`config.mk`:
```
export PLATFORM = sky130hd
export DESIGN_NAME = rail_sequencer
export DESIGN_NICKNAME = d
export VERILOG_FILES = /design/src/rtl/rseq_pkg.sv /design/src/rtl/rseq_tick_counter.sv /design/src/rtl/rseq_milestone_cmp.sv /design/src/rtl/rseq_gap_select.sv /design/src/rtl/rail_sequencer.sv
export SDC_FILE = /design/constraint.sdc
export NUM_CORES = 1
export LEC_CHECK = 0
export ABC_AREA = 1
export ABC_CLOCK_PERIOD_IN_PS = 4100
export BUFFER_PORTS_ARGS = -buffer_cell sky130_fd_sc_hd__buf_4
export CELL_PAD_IN_SITES_DETAIL_PLACEMENT = 0
export CELL_PAD_IN_SITES_GLOBAL_PLACEMENT = 1
export CORE_MARGIN = 4
export CORE_UTILIZATION = 47
export CTS_CLUSTER_DIAMETER = 100
export DETAILED_ROUTE_END_ITERATION = 8
export PLACE_DENSITY = 0.95
export SLEW_MARGIN = 5
export SYNTH_ARGS = -nofsm -noshare
export SYNTH_HDL_FRONTEND = slang
export SYNTH_SLANG_ARGS = --single-unit
```
`constraint.sdc`:
```
create_clock -name clk -period 4.1 [get_ports clk]
set_clock_uncertainty 0.15 [all_clocks]
set_input_delay 0.41 -clock clk [delete_from_list [all_inputs] [get_ports clk]]
set_output_delay 0.41 -clock clk [all_outputs]
set_load 0.01 [all_outputs]
```
`src/rtl/rseq_pkg.sv`:
```
package rseq_pkg;
   localparam int unsigned RAIL_COUNT = 6;
   localparam int unsigned GAP_COUNT  = RAIL_COUNT - 1;
   localparam int unsigned IDX_W      = $clog2(RAIL_COUNT);

   typedef enum logic [2:0] {
      SEQ_IDLE  = 3'd0,
      SEQ_RISE  = 3'd1,
      SEQ_HOLD  = 3'd2,
      SEQ_FALL  = 3'd3,
      SEQ_TRIP  = 3'd4
   } seq_state_t;
endpackage

```
`src/rtl/rseq_tick_counter.sv`:
```
module rseq_tick_counter #(
   parameter int unsigned CNT_W = 13
) (
   input  logic             clk,
   input  logic             rst_n,
   input  logic             clear,
   input  logic             step,
   output logic [CNT_W-1:0] count_inc
);
   localparam logic [CNT_W-1:0] CNT_MAX = '1;

   if (CNT_W < 2) begin : g_bad_width
      $error("rseq_tick_counter: CNT_W must be at least 2");
   end

   logic [CNT_W-1:0] count_q;

   assign count_inc = (count_q == CNT_MAX) ? CNT_MAX : count_q + 1'b1;

   always_ff @(posedge clk or negedge rst_n) begin
      if (!rst_n)      count_q <= '0;
      else if (clear)  count_q <= '0;
      else if (step)   count_q <= count_inc;
   end

   AST_CLEAR_RESTARTS: assert property (@(posedge clk) disable iff (!rst_n)
      clear |=> (count_inc == CNT_W'(1)));
endmodule

```
`src/rtl/rseq_milestone_cmp.sv`:
```
module rseq_milestone_cmp #(
   parameter int unsigned N     = 6,
   parameter int unsigned CNT_W = 13,
   parameter int unsigned AT [N] = '{default: 1}
) (
   input  logic [CNT_W-1:0] count_inc,
   output logic [N-1:0]     reached,
   output logic             settled
);
   for (genvar g = 0; g < N; g++) begin : g_rail
      if (AT[g] < 1) begin : g_zero
         $error("rseq_milestone_cmp: milestone must be at least one tick");
      end
      if (64'(AT[g]) + 64'd1 >= (64'd1 << CNT_W)) begin : g_range
         $error("rseq_milestone_cmp: milestone does not fit the counter");
      end
      if (g > 0) begin : g_order
         if (AT[g] <= AT[g-1]) begin : g_bad
            $error("rseq_milestone_cmp: milestones must rise strictly");
         end
      end
      assign reached[g] = (count_inc >= CNT_W'(AT[g]));
   end

   assign settled = (count_inc > CNT_W'(AT[N-1]));
endmodule

```
`src/rtl/rseq_gap_select.sv`:
```
module rseq_gap_select #(
   parameter int unsigned N_GAPS = 5,
   parameter int unsigned CNT_W  = 13,
   parameter int unsigned IDX_W  = 3,
   parameter int unsigned GAP [N_GAPS] = '{default: 1}
) (
   input  logic [IDX_W-1:0] idx,
   input  logic [CNT_W-1:0] count_inc,
   output logic             gap_done
);
   logic [N_GAPS-1:0] done_vec;

   for (genvar g = 0; g < N_GAPS; g++) begin : g_gap
      if (GAP[g] < 1) begin : g_zero
         $error("rseq_gap_select: gap must be at least one tick");
      end
      if (64'(GAP[g]) >= (64'd1 << CNT_W)) begin : g_range
         $error("rseq_gap_select: gap does not fit the counter");
      end
      assign done_vec[g] = (count_inc >= CNT_W'(GAP[g]));
   end

   assign gap_done = (idx < IDX_W'(N_GAPS)) ? done_vec[idx] : 1'b1;
endmodule

```
`src/rtl/rail_sequencer.sv`:
```
module rail_sequencer
   import rseq_pkg::*;
#(
   parameter int unsigned CNT_W = 13,
   parameter int unsigned UP_TICKS [RAIL_COUNT] = '{1, 10, 26, 32, 33, 38},
   parameter int unsigned DOWN_GAP_TICKS [GAP_COUNT] = '{4000, 20, 3000, 4000, 20}
) (
   input  logic                  clk,
   input  logic                  rst_n,
   input  logic                  tick,
   input  logic                  en,
   input  logic                  uvlo_ok,
   input  logic                  thermal_ok,
   output logic [RAIL_COUNT-1:0] rail_en,
   output logic                  pwr_good
);
   localparam logic [RAIL_COUNT-1:0] ALL_ON = '1;

   seq_state_t            state_q, state_d;
   logic [RAIL_COUNT-1:0] rails_q, rails_d;
   logic                  pg_q, pg_d;
   logic [IDX_W-1:0]      idx_q, idx_d;
   logic                  cnt_clear;
   logic [CNT_W-1:0]      count_inc;
   logic [RAIL_COUNT-1:0] reached;
   logic                  settled;
   logic                  gap_done;
   logic                  fault;
   logic [IDX_W-1:0]      top_on;

   function automatic logic [IDX_W-1:0] highest_on(input logic [RAIL_COUNT-1:0] r);
      logic [IDX_W-1:0] v;
      v = '0;
      for (int i = 0; i < int'(RAIL_COUNT); i++) begin
         if (r[i]) v = IDX_W'(i);
      end
      return v;
   endfunction

   rseq_tick_counter #(.CNT_W(CNT_W)) i_counter (
      .clk       (clk),
      .rst_n     (rst_n),
      .clear     (cnt_clear),
      .step      (tick),
      .count_inc (count_inc)
   );

   rseq_milestone_cmp #(.N(RAIL_COUNT), .CNT_W(CNT_W), .AT(UP_TICKS)) i_milestones (
      .count_inc (count_inc),
      .reached   (reached),
      .settled   (settled)
   );

   rseq_gap_select #(.N_GAPS(GAP_COUNT), .CNT_W(CNT_W), .IDX_W(IDX_W),
                     .GAP(DOWN_GAP_TICKS)) i_gaps (
      .idx       (idx_q),
      .count_inc (count_inc),
      .gap_done  (gap_done)
   );

   assign fault  = !uvlo_ok || !thermal_ok;
   assign top_on = highest_on(rails_q);

   always_comb begin
      state_d   = state_q;
      rails_d   = rails_q;
      pg_d      = pg_q;
      idx_d     = idx_q;
      cnt_clear = 1'b0;
      if (fault) begin
         state_d   = SEQ_TRIP;
         rails_d   = '0;
         pg_d      = 1'b0;
         cnt_clear = 1'b1;
      end else begin
         unique case (state_q)
            SEQ_IDLE: begin
               cnt_clear = 1'b1;
               if (en) state_d = SEQ_RISE;
            end
            SEQ_RISE, SEQ_HOLD: begin
               if (!en) begin
                  cnt_clear = 1'b1;
                  pg_d      = 1'b0;
                  if (rails_q == '0) begin
                     state_d = SEQ_IDLE;
                  end else begin
                     rails_d[top_on] = 1'b0;
                     if (top_on == '0) begin
                        state_d = SEQ_IDLE;
                     end else begin
                        idx_d   = top_on - IDX_W'(1);
                        state_d = SEQ_FALL;
                     end
                  end
               end else if (tick) begin
                  rails_d = rails_q | reached;
                  pg_d    = settled;
                  if (settled) state_d = SEQ_HOLD;
               end
            end
            SEQ_FALL: begin
               if (tick && gap_done) begin
                  rails_d[idx_q] = 1'b0;
                  cnt_clear      = 1'b1;
                  if (idx_q == '0) state_d = SEQ_IDLE;
                  else             idx_d   = idx_q - IDX_W'(1);
               end
            end
            SEQ_TRIP: begin
               cnt_clear = 1'b1;
               rails_d   = '0;
               pg_d      = 1'b0;
               if (!en) state_d = SEQ_IDLE;
            end
            default: begin
               state_d = SEQ_IDLE;
               rails_d = '0;
               pg_d    = 1'b0;
            end
         endcase
      end
   end

   always_ff @(posedge clk or negedge rst_n) begin
      if (!rst_n) begin
         state_q <= SEQ_IDLE;
         rails_q <= '0;
         pg_q    <= 1'b0;
         idx_q   <= '0;
      end else begin
         state_q <= state_d;
         rails_q <= rails_d;
         pg_q    <= pg_d;
         idx_q   <= idx_d;
      end
   end

   assign rail_en  = rails_q;
   assign pwr_good = pg_q;

   AST_TRIP_CLEARS_ALL: assert property (@(posedge clk) disable iff (!rst_n)
      fault |=> (rail_en == '0 && !pwr_good));
   AST_PREFIX_ORDER: assert property (@(posedge clk) disable iff (!rst_n)
      ((rail_en & (rail_en + RAIL_COUNT'(1))) == '0));
   AST_GOOD_NEEDS_ALL: assert property (@(posedge clk) disable iff (!rst_n)
      pwr_good |-> (rail_en == ALL_ON));
   AST_NO_RISE_WHILE_OFF: assert property (@(posedge clk) disable iff (!rst_n)
      !en |=> ((rail_en & ~$past(rail_en)) == '0));
   AST_ONE_RAIL_PER_EDGE: assert property (@(posedge clk) disable iff (!rst_n)
      !fault |=> ($countones(rail_en ^ $past(rail_en)) <= 1));
endmodule

```
# Word-level counts from Yosys, hierarchy flattened
# Index checks and enable logic that the tools add are counted.
[totals] in_bits=6 ff_bits=26 wordCells=113 out_inout_bits=7
[op_classes] n_eq_ne=19 muxes=46 addsub=3 bitwise_logic=6 n_reduce_logical=19 n_lt_le_gt_ge=15
[op_table] operator="$mux 3" n=17
[op_table] operator="$ge 13x6->1 const B" n=3
[op_table] operator="$mux 13" n=3
[op_table] operator="$mux 6" n=5
[op_table] operator="$ge 13x12->1 const B" n=2
[op_table] operator="$ge 13x5->1 const B" n=2
[op_table] operator="$pmux 6 s3" n=1
[op_table] operator="$add 13x1->13 const B" n=1
[op_table] operator="$eq 13x13->1 const B" n=1
[op_table] operator="$ge 13x1->1 const B" n=1
[op_table] operator="$ge 13x4->1 const B" n=1
[op_table] operator="$gt 13x6->1 const B" n=1
[op_table] operator="$and 6x6->6" n=2
[op_table] operator="$ne 2x2->1 const B" n=6
[op_table] operator="$ne 3x3->1 const B" n=4
[op_table] operator="$ne 4x4->1 const B" n=3
[op_table] operator="$not 6->6" n=2
[op_table] operator="$pmux 3 s4" n=1
[op_table] operator="$mux 1" n=11
[op_table] operator="$logic_not 3->1" n=3
[op_table] operator="$lt 3x4->1 const B" n=2
[op_table] operator="$reduce_and 7->1" n=1
[op_table] operator="$demux 1 s3" n=2
[op_table] operator="$eq 3x2->1 const B" n=2
[op_table] operator="22 further kinds" n=31

# Depth between registers and ports, before layout
[depth] ltp_word=15 depth_mapped=22

# Modules after synthesis
# From an unflattened synthesis, not the netlist that was laid out.
[unflattened] cells_unflattened=378 hier_area_um2=2379.8
[by_module_without_submodules] module="rail_sequencer" seq_area_each_um2=325.3 instances=1 cells_per_inst=173 area_per_inst_um2=1132.3
[by_module_without_submodules] module="rseq_tick_counter" seq_area_each_um2=325.3 instances=1 cells_per_inst=125 area_per_inst_um2=894.6
[by_module_without_submodules] module="rseq_milestone_cmp" seq_area_each_um2=0.0 instances=1 cells_per_inst=42 area_per_inst_um2=187.7
[by_module_without_submodules] module="rseq_gap_select" seq_area_each_um2=0.0 instances=1 cells_per_inst=38 area_per_inst_um2=165.2

# Least setup slack after synthesis
# No wires, ideal clock.
[synth_timing] kind="reg2reg" start="reg i_counter.count_q[0]" end="reg i_counter.count_q[10]" period_less_slack_ns=2.388 setup_ns=0.122 arrival_time_ns=2.115 slack_ns=1.712 stages_incl_launch_ff=19 path_cell_list="dfrtp_1 > ha_1 > nand3_1 > nor2_2 > nand2_2 > buf_6 > nand2_1 > nor2_4 > nand3_2 > inv_2 > nand2_2 > clkinv_1 > nand2_1 > nand2_1 > nand2_2 > nand3_1 > nand3_2 > buf_6 > nor2_2"
[synth_between] elab_chain_len=11 elab_cells_between_ends=16
[synth_lines] element="start, declared" line_no="rseq_tick_counter.sv:16" source="logic [CNT_W-1:0] count_q;"
[synth_lines] element="start signal, assigned" line_no="rseq_tick_counter.sv:23" source="else if (step) count_q <= count_inc;"
[synth_lines] element="$add 13x1->13 or $eq 13x13->1 (tied branches)" line_no="rseq_tick_counter.sv:18" source="assign count_inc = (count_q == CNT_MAX) ? CNT_MAX : count_q + 1'b1;"
[synth_lines] element="$mux 13 (*)" line_no="rseq_tick_counter.sv:18"
[synth_lines] element="$ge 13x12->1 or $ge 13x5->1 (tied branches)" line_no="rseq_gap_select.sv:20" source="assign done_vec[g] = (count_inc >= CNT_W'(GAP[g]));"
[synth_lines] element="$bmux 1 s3" line_no="rseq_gap_select.sv:23" source="assign gap_done = (idx < IDX_W'(N_GAPS)) ? done_vec[idx] : 1'b1;"
[synth_lines] element="$mux 1 (implied by the code)" line_no="rseq_gap_select.sv:23"
[synth_lines] element="$mux 1" line_no="rseq_gap_select.sv:23"
[synth_lines] element="$logic_and 1x1->1" line_no="rail_sequencer.sv:103" source="if (tick && gap_done) begin"
[synth_lines] element="$mux 1" line_no="rail_sequencer.sv:103"
[synth_lines] element="$pmux 1 s3" line_no="rail_sequencer.sv:76" source="unique case (state_q)"
[synth_lines] element="$mux 1" line_no="rail_sequencer.sv:70" source="if (fault) begin"
[synth_lines] element="$mux 13 or $reduce_bool 2->1 (tied branches)"
# Mark *: on every way between the ends. The rest lies on a longest branch, timed or not. The select of a mux whose other input is x is not followed.
# A chain may end at the register's enable or synchronous reset.

# Final worst setup path
[layout_timing] start="reg i_counter.count_q[0]" end="reg i_counter.count_q[12]"
# The elaborated chain is that of the path after synthesis.

==> impl_metrics.py <==
metrics = {
    "final_layout": {
        "final_net_count": 361,
        "diodes": 0,
        "syn_to_final_growth_pct": 8.41,
        "fin_area_sq_um": 2360,
        "layout_common_cells": "nand2_1, nor2_1, inv_1",
        "mostFrequentLayoutCell": "nand2_1",
        "drive_gt1_frac": 0.148,
        "final.fill_count": 456,
        "post-route-util": 0.534,
    },
    "critical_path": {
        "r2r_start": "i_counter.count_q[0]$_DFFE_PN0P_",
        "reg2reg_depth": 16,
        "crit_chain": "ha_1 > nand3_1 > nor2_2 > nand2_2 > inv_1 > nor2_1 > inv_1 > nor3_2 > nand2_2 > clkinv_1 > nand2_1 > nand2_1 > nand2_2 > nand3_1 > nand3_2 > a21oi_1",
        "reg2reg_slack_ps": 960,
        "cpMaxStageDelayCell": "dfrtp_1",
        "worstPathRequired_ps": 4140,
        "cpMostUsedCell": "nand2_2",
        "cp_slowest_stage_delay_ps": 480,
        "crit_path_start": "i_counter.count_q[0]$_DFFE_PN0P_",
        "path_class": "reg2reg",
        "cp-end-kind": "register",
        "crit_arrival_ps": 3180,
        "critPathMaxFanout": 13,
        "startpoint_type": "register",
    },
    "global_route": {
        "use_met2": 0.277,
        "busiest_layer": "met1",
        "grt_max_degree": 27,
        "antenna_found_initial": 0,
        "grt_pass1_vias": 2029,
        "grt_util_all_layers": 0.189,
        "overflow": 0,
        "grt_pass1_wl_mm": 9.32,
        "gr-usage-met3": 0.0225,
        "groute.layer.met1.usage": 0.295,
    },
    "placement": {
        "gp_congestion": 0.896,
        "dpl_cell_area_sq_um": 2290,
        "dp_hpwl_mm": 4.08,
        "port_buffers": 12,
    },
    "sta": {
        "worst_slew_pin_slew_ps": 570,
        "tns_ps": 0,
        "finalMaxSlewViolations": 0,
        "min_period_over_period": 0.765,
        "hold_viol_final": 0,
        "fmax_ghz": 0.319,
        "hold_slack_ps": 314,
        "fin_crit_ps": 3140,
        "grt_setup_unrepaired": "false",
        "setup_viol": 0,
        "relSlewSlack": 0.619,
    },
    "clock_tree": {
        "cts_root_buffer": "clkbuf_8",
        "cts.sinks": 26,
        "numCtsBuffers": 3,
        "cts_tree": "built",
        "cts.path.max_buffers": 2,
        "worstSkewPairLatency_ps": 280,
        "htree_levels": 1,
        "path_clk_slew_ps": 100,
    },
    "routing": {
        "antenna_left": 0,
        "drc": 0,
        "viasPerCell": 5.45,
        "routedWlPerCell_microns": 13.3,
        "wl_mm": 5.39,
        "routed-via-count": 2202,
        "firstDrtPassIters": 5,
        "drtIter0Drc": 145,
    },
    "synthesis": {
        "synth_fa_ha_area_frac": 0.0115,
        "synth_top_family_by_area": "simple AND/OR/NAND/NOR gates",
        "ys_types": 35,
        "synthMuxAreaShare": 0,
        "syn_avg_cell_area_sq_um": 6.39,
        "synthSimpleGateAreaFrac": 0.463,
        "synth-compound-area-share": 0.123,
        "syn_area_sq_um": 2170,
        "ys_ff_latch": 26,
        "yosysWarnings": 0,
        "yosysSeqAreaShare": 0.299,
        "syn_nets": 348,
        "synthCells": 340,
        "synth-xor-area-share": 0.0161,
    },
    "pwr": {
        "power_density_nw_per_um2": 217,
        "total_leakage_power_nw": 1.16,
        "power_uw": 511,
        "ir_worst_vdd_mv": 0.109,
    },
    "min_path": {
        "hold_path_startpoint": "en",
        "hold_class": "in2reg",
        "hold_depth": 3,
    },
    "die": {
        "die_width_microns": 76,
        "io_pins": 13,
        "die_y_microns": 76,
        "core_area_sq_um": 4410,
        "die-area_sq_um": 5780,
        "start_util": 0.492,
        "rows": 24,
    },
    "flow_run": {
        "drv_cap": 0,
    },
    "run_status": {
        "status": "finished clean",
    },
}
worst max-delay path: cells and delay by family, from the launching register on:
kind                     cells  cell delay (ps)
AO/OA/AOI/OAI                1              260
adder cells (fa/ha/maj)      1              280
buffers and inverters        3              300
flip-flops                   1              480
AND/OR/NAND/NOR             11             1570
state kept, by name, indices dropped and copies added, names as in the netlist:
signal             cells
state_q                3
rail_en                6
idx_q                  3
i_counter.count_q     13
pwr_good               1
layer usage:
metal / wire length [microns] / vias to the layer above
li1: - / 1129
met1: 2790 / 987
met2: 2260 / 82
met3: 290 / 4
met4: 48 / 0
met5: 0 / -
synth_stat cells:
library cell	number	area share
dfrtp_1	26	0.30
clkinv_1	1	0.0017
nand2_1	95	0.16
inv_1	37	0.064
a21oi_1	20	0.046
o22ai_1	1	0.0029
nor4_1	1	0.0029
nor3b_1	1	0.0035
nand3_1	34	0.078
clkbuf_1	2	0.0035
nor2_2	15	0.043
nand4_1	4	0.012
a211oi_1	1	0.0035
xor2_1	3	0.012
buf_6	2	0.010
o21ai_0	18	0.041
ha_1	2	0.012
nand3_4	1	0.0081
nand3_2	5	0.023
nor2_1	38	0.066
o31ai_1	1	0.0035
a31oi_1	1	0.0029
o21ai_2	1	0.0040
a221oi_1	1	0.0040
nand2_2	7	0.020
buf_4	1	0.0035
nor3_1	8	0.018
nor3_2	2	0.0092
xnor2_1	1	0.0040
inv_2	2	0.0035
nor2_4	2	0.010
o211ai_1	2	0.0069
nand2_4	1	0.0052
o21bai_1	1	0.0035
o21ai_1	2	0.0046
cell families after synthesis:
| logic type | Yosys count |
|---|---|
| adder cells (fa/ha/maj) | 2 |
| XOR/XNOR | 4 |
| buffers and inverters | 45 |
| AO/OA/AOI/OAI | 49 |
| AND/OR/NAND/NOR | 214 |
| flip-flops | 26 |
timing repair:
action                                 CTS  global route
gates resized for setup                  0             0
endpoints found under the hold margin   26             0
setup buffers                            0             0
hold buffers                             1             0
setup endpoints to repair                0             0
area by class of cell:
cell class / instances / area [sq um] / area share
Clock buffer: 4 / 55.1 / 0.0234
Timing Repair Buffer: 13 / 100 / 0.0425
Tap cell: 52 / 65.1 / 0.0276
Sequential cell: 26 / 651 / 0.276
Multi-Input combinational cell: 269 / 1340 / 0.567
Inverter: 40 / 150 / 0.0637
report_power, final:
group	switching [mW]	total, mW	leakage [nW]	internal, mW
logic	0.0462	0.0671	0.769	0.0209
clock network	0.0874	0.173	0.0288	0.0861
registers	0.00874	0.270	0.358	0.261
metrics by stage:
stage	worst slack, ps	instances
after detailed placement	1020	399
after global routing	708	404
after CTS	984	404
final	963	404
after global placement	1180	399
after floorplan	1710	340
path summary, 6_finish.rpt:
path                                                           to
min in group asynchronous        i_counter.count_q[8]$_DFFE_PN0P_
max in group asynchronous                  state_q[1]$_DFFE_PN0P_
worst max register to register  i_counter.count_q[12]$_DFFE_PN0P_
worst min-delay path                       state_q[2]$_DFFE_PN0P_
worst max-delay path            i_counter.count_q[12]$_DFFE_PN0P_
worst min register to register               pwr_good$_DFFE_PN0P_
No activity file was read; power rests on OpenSTA's default activity.
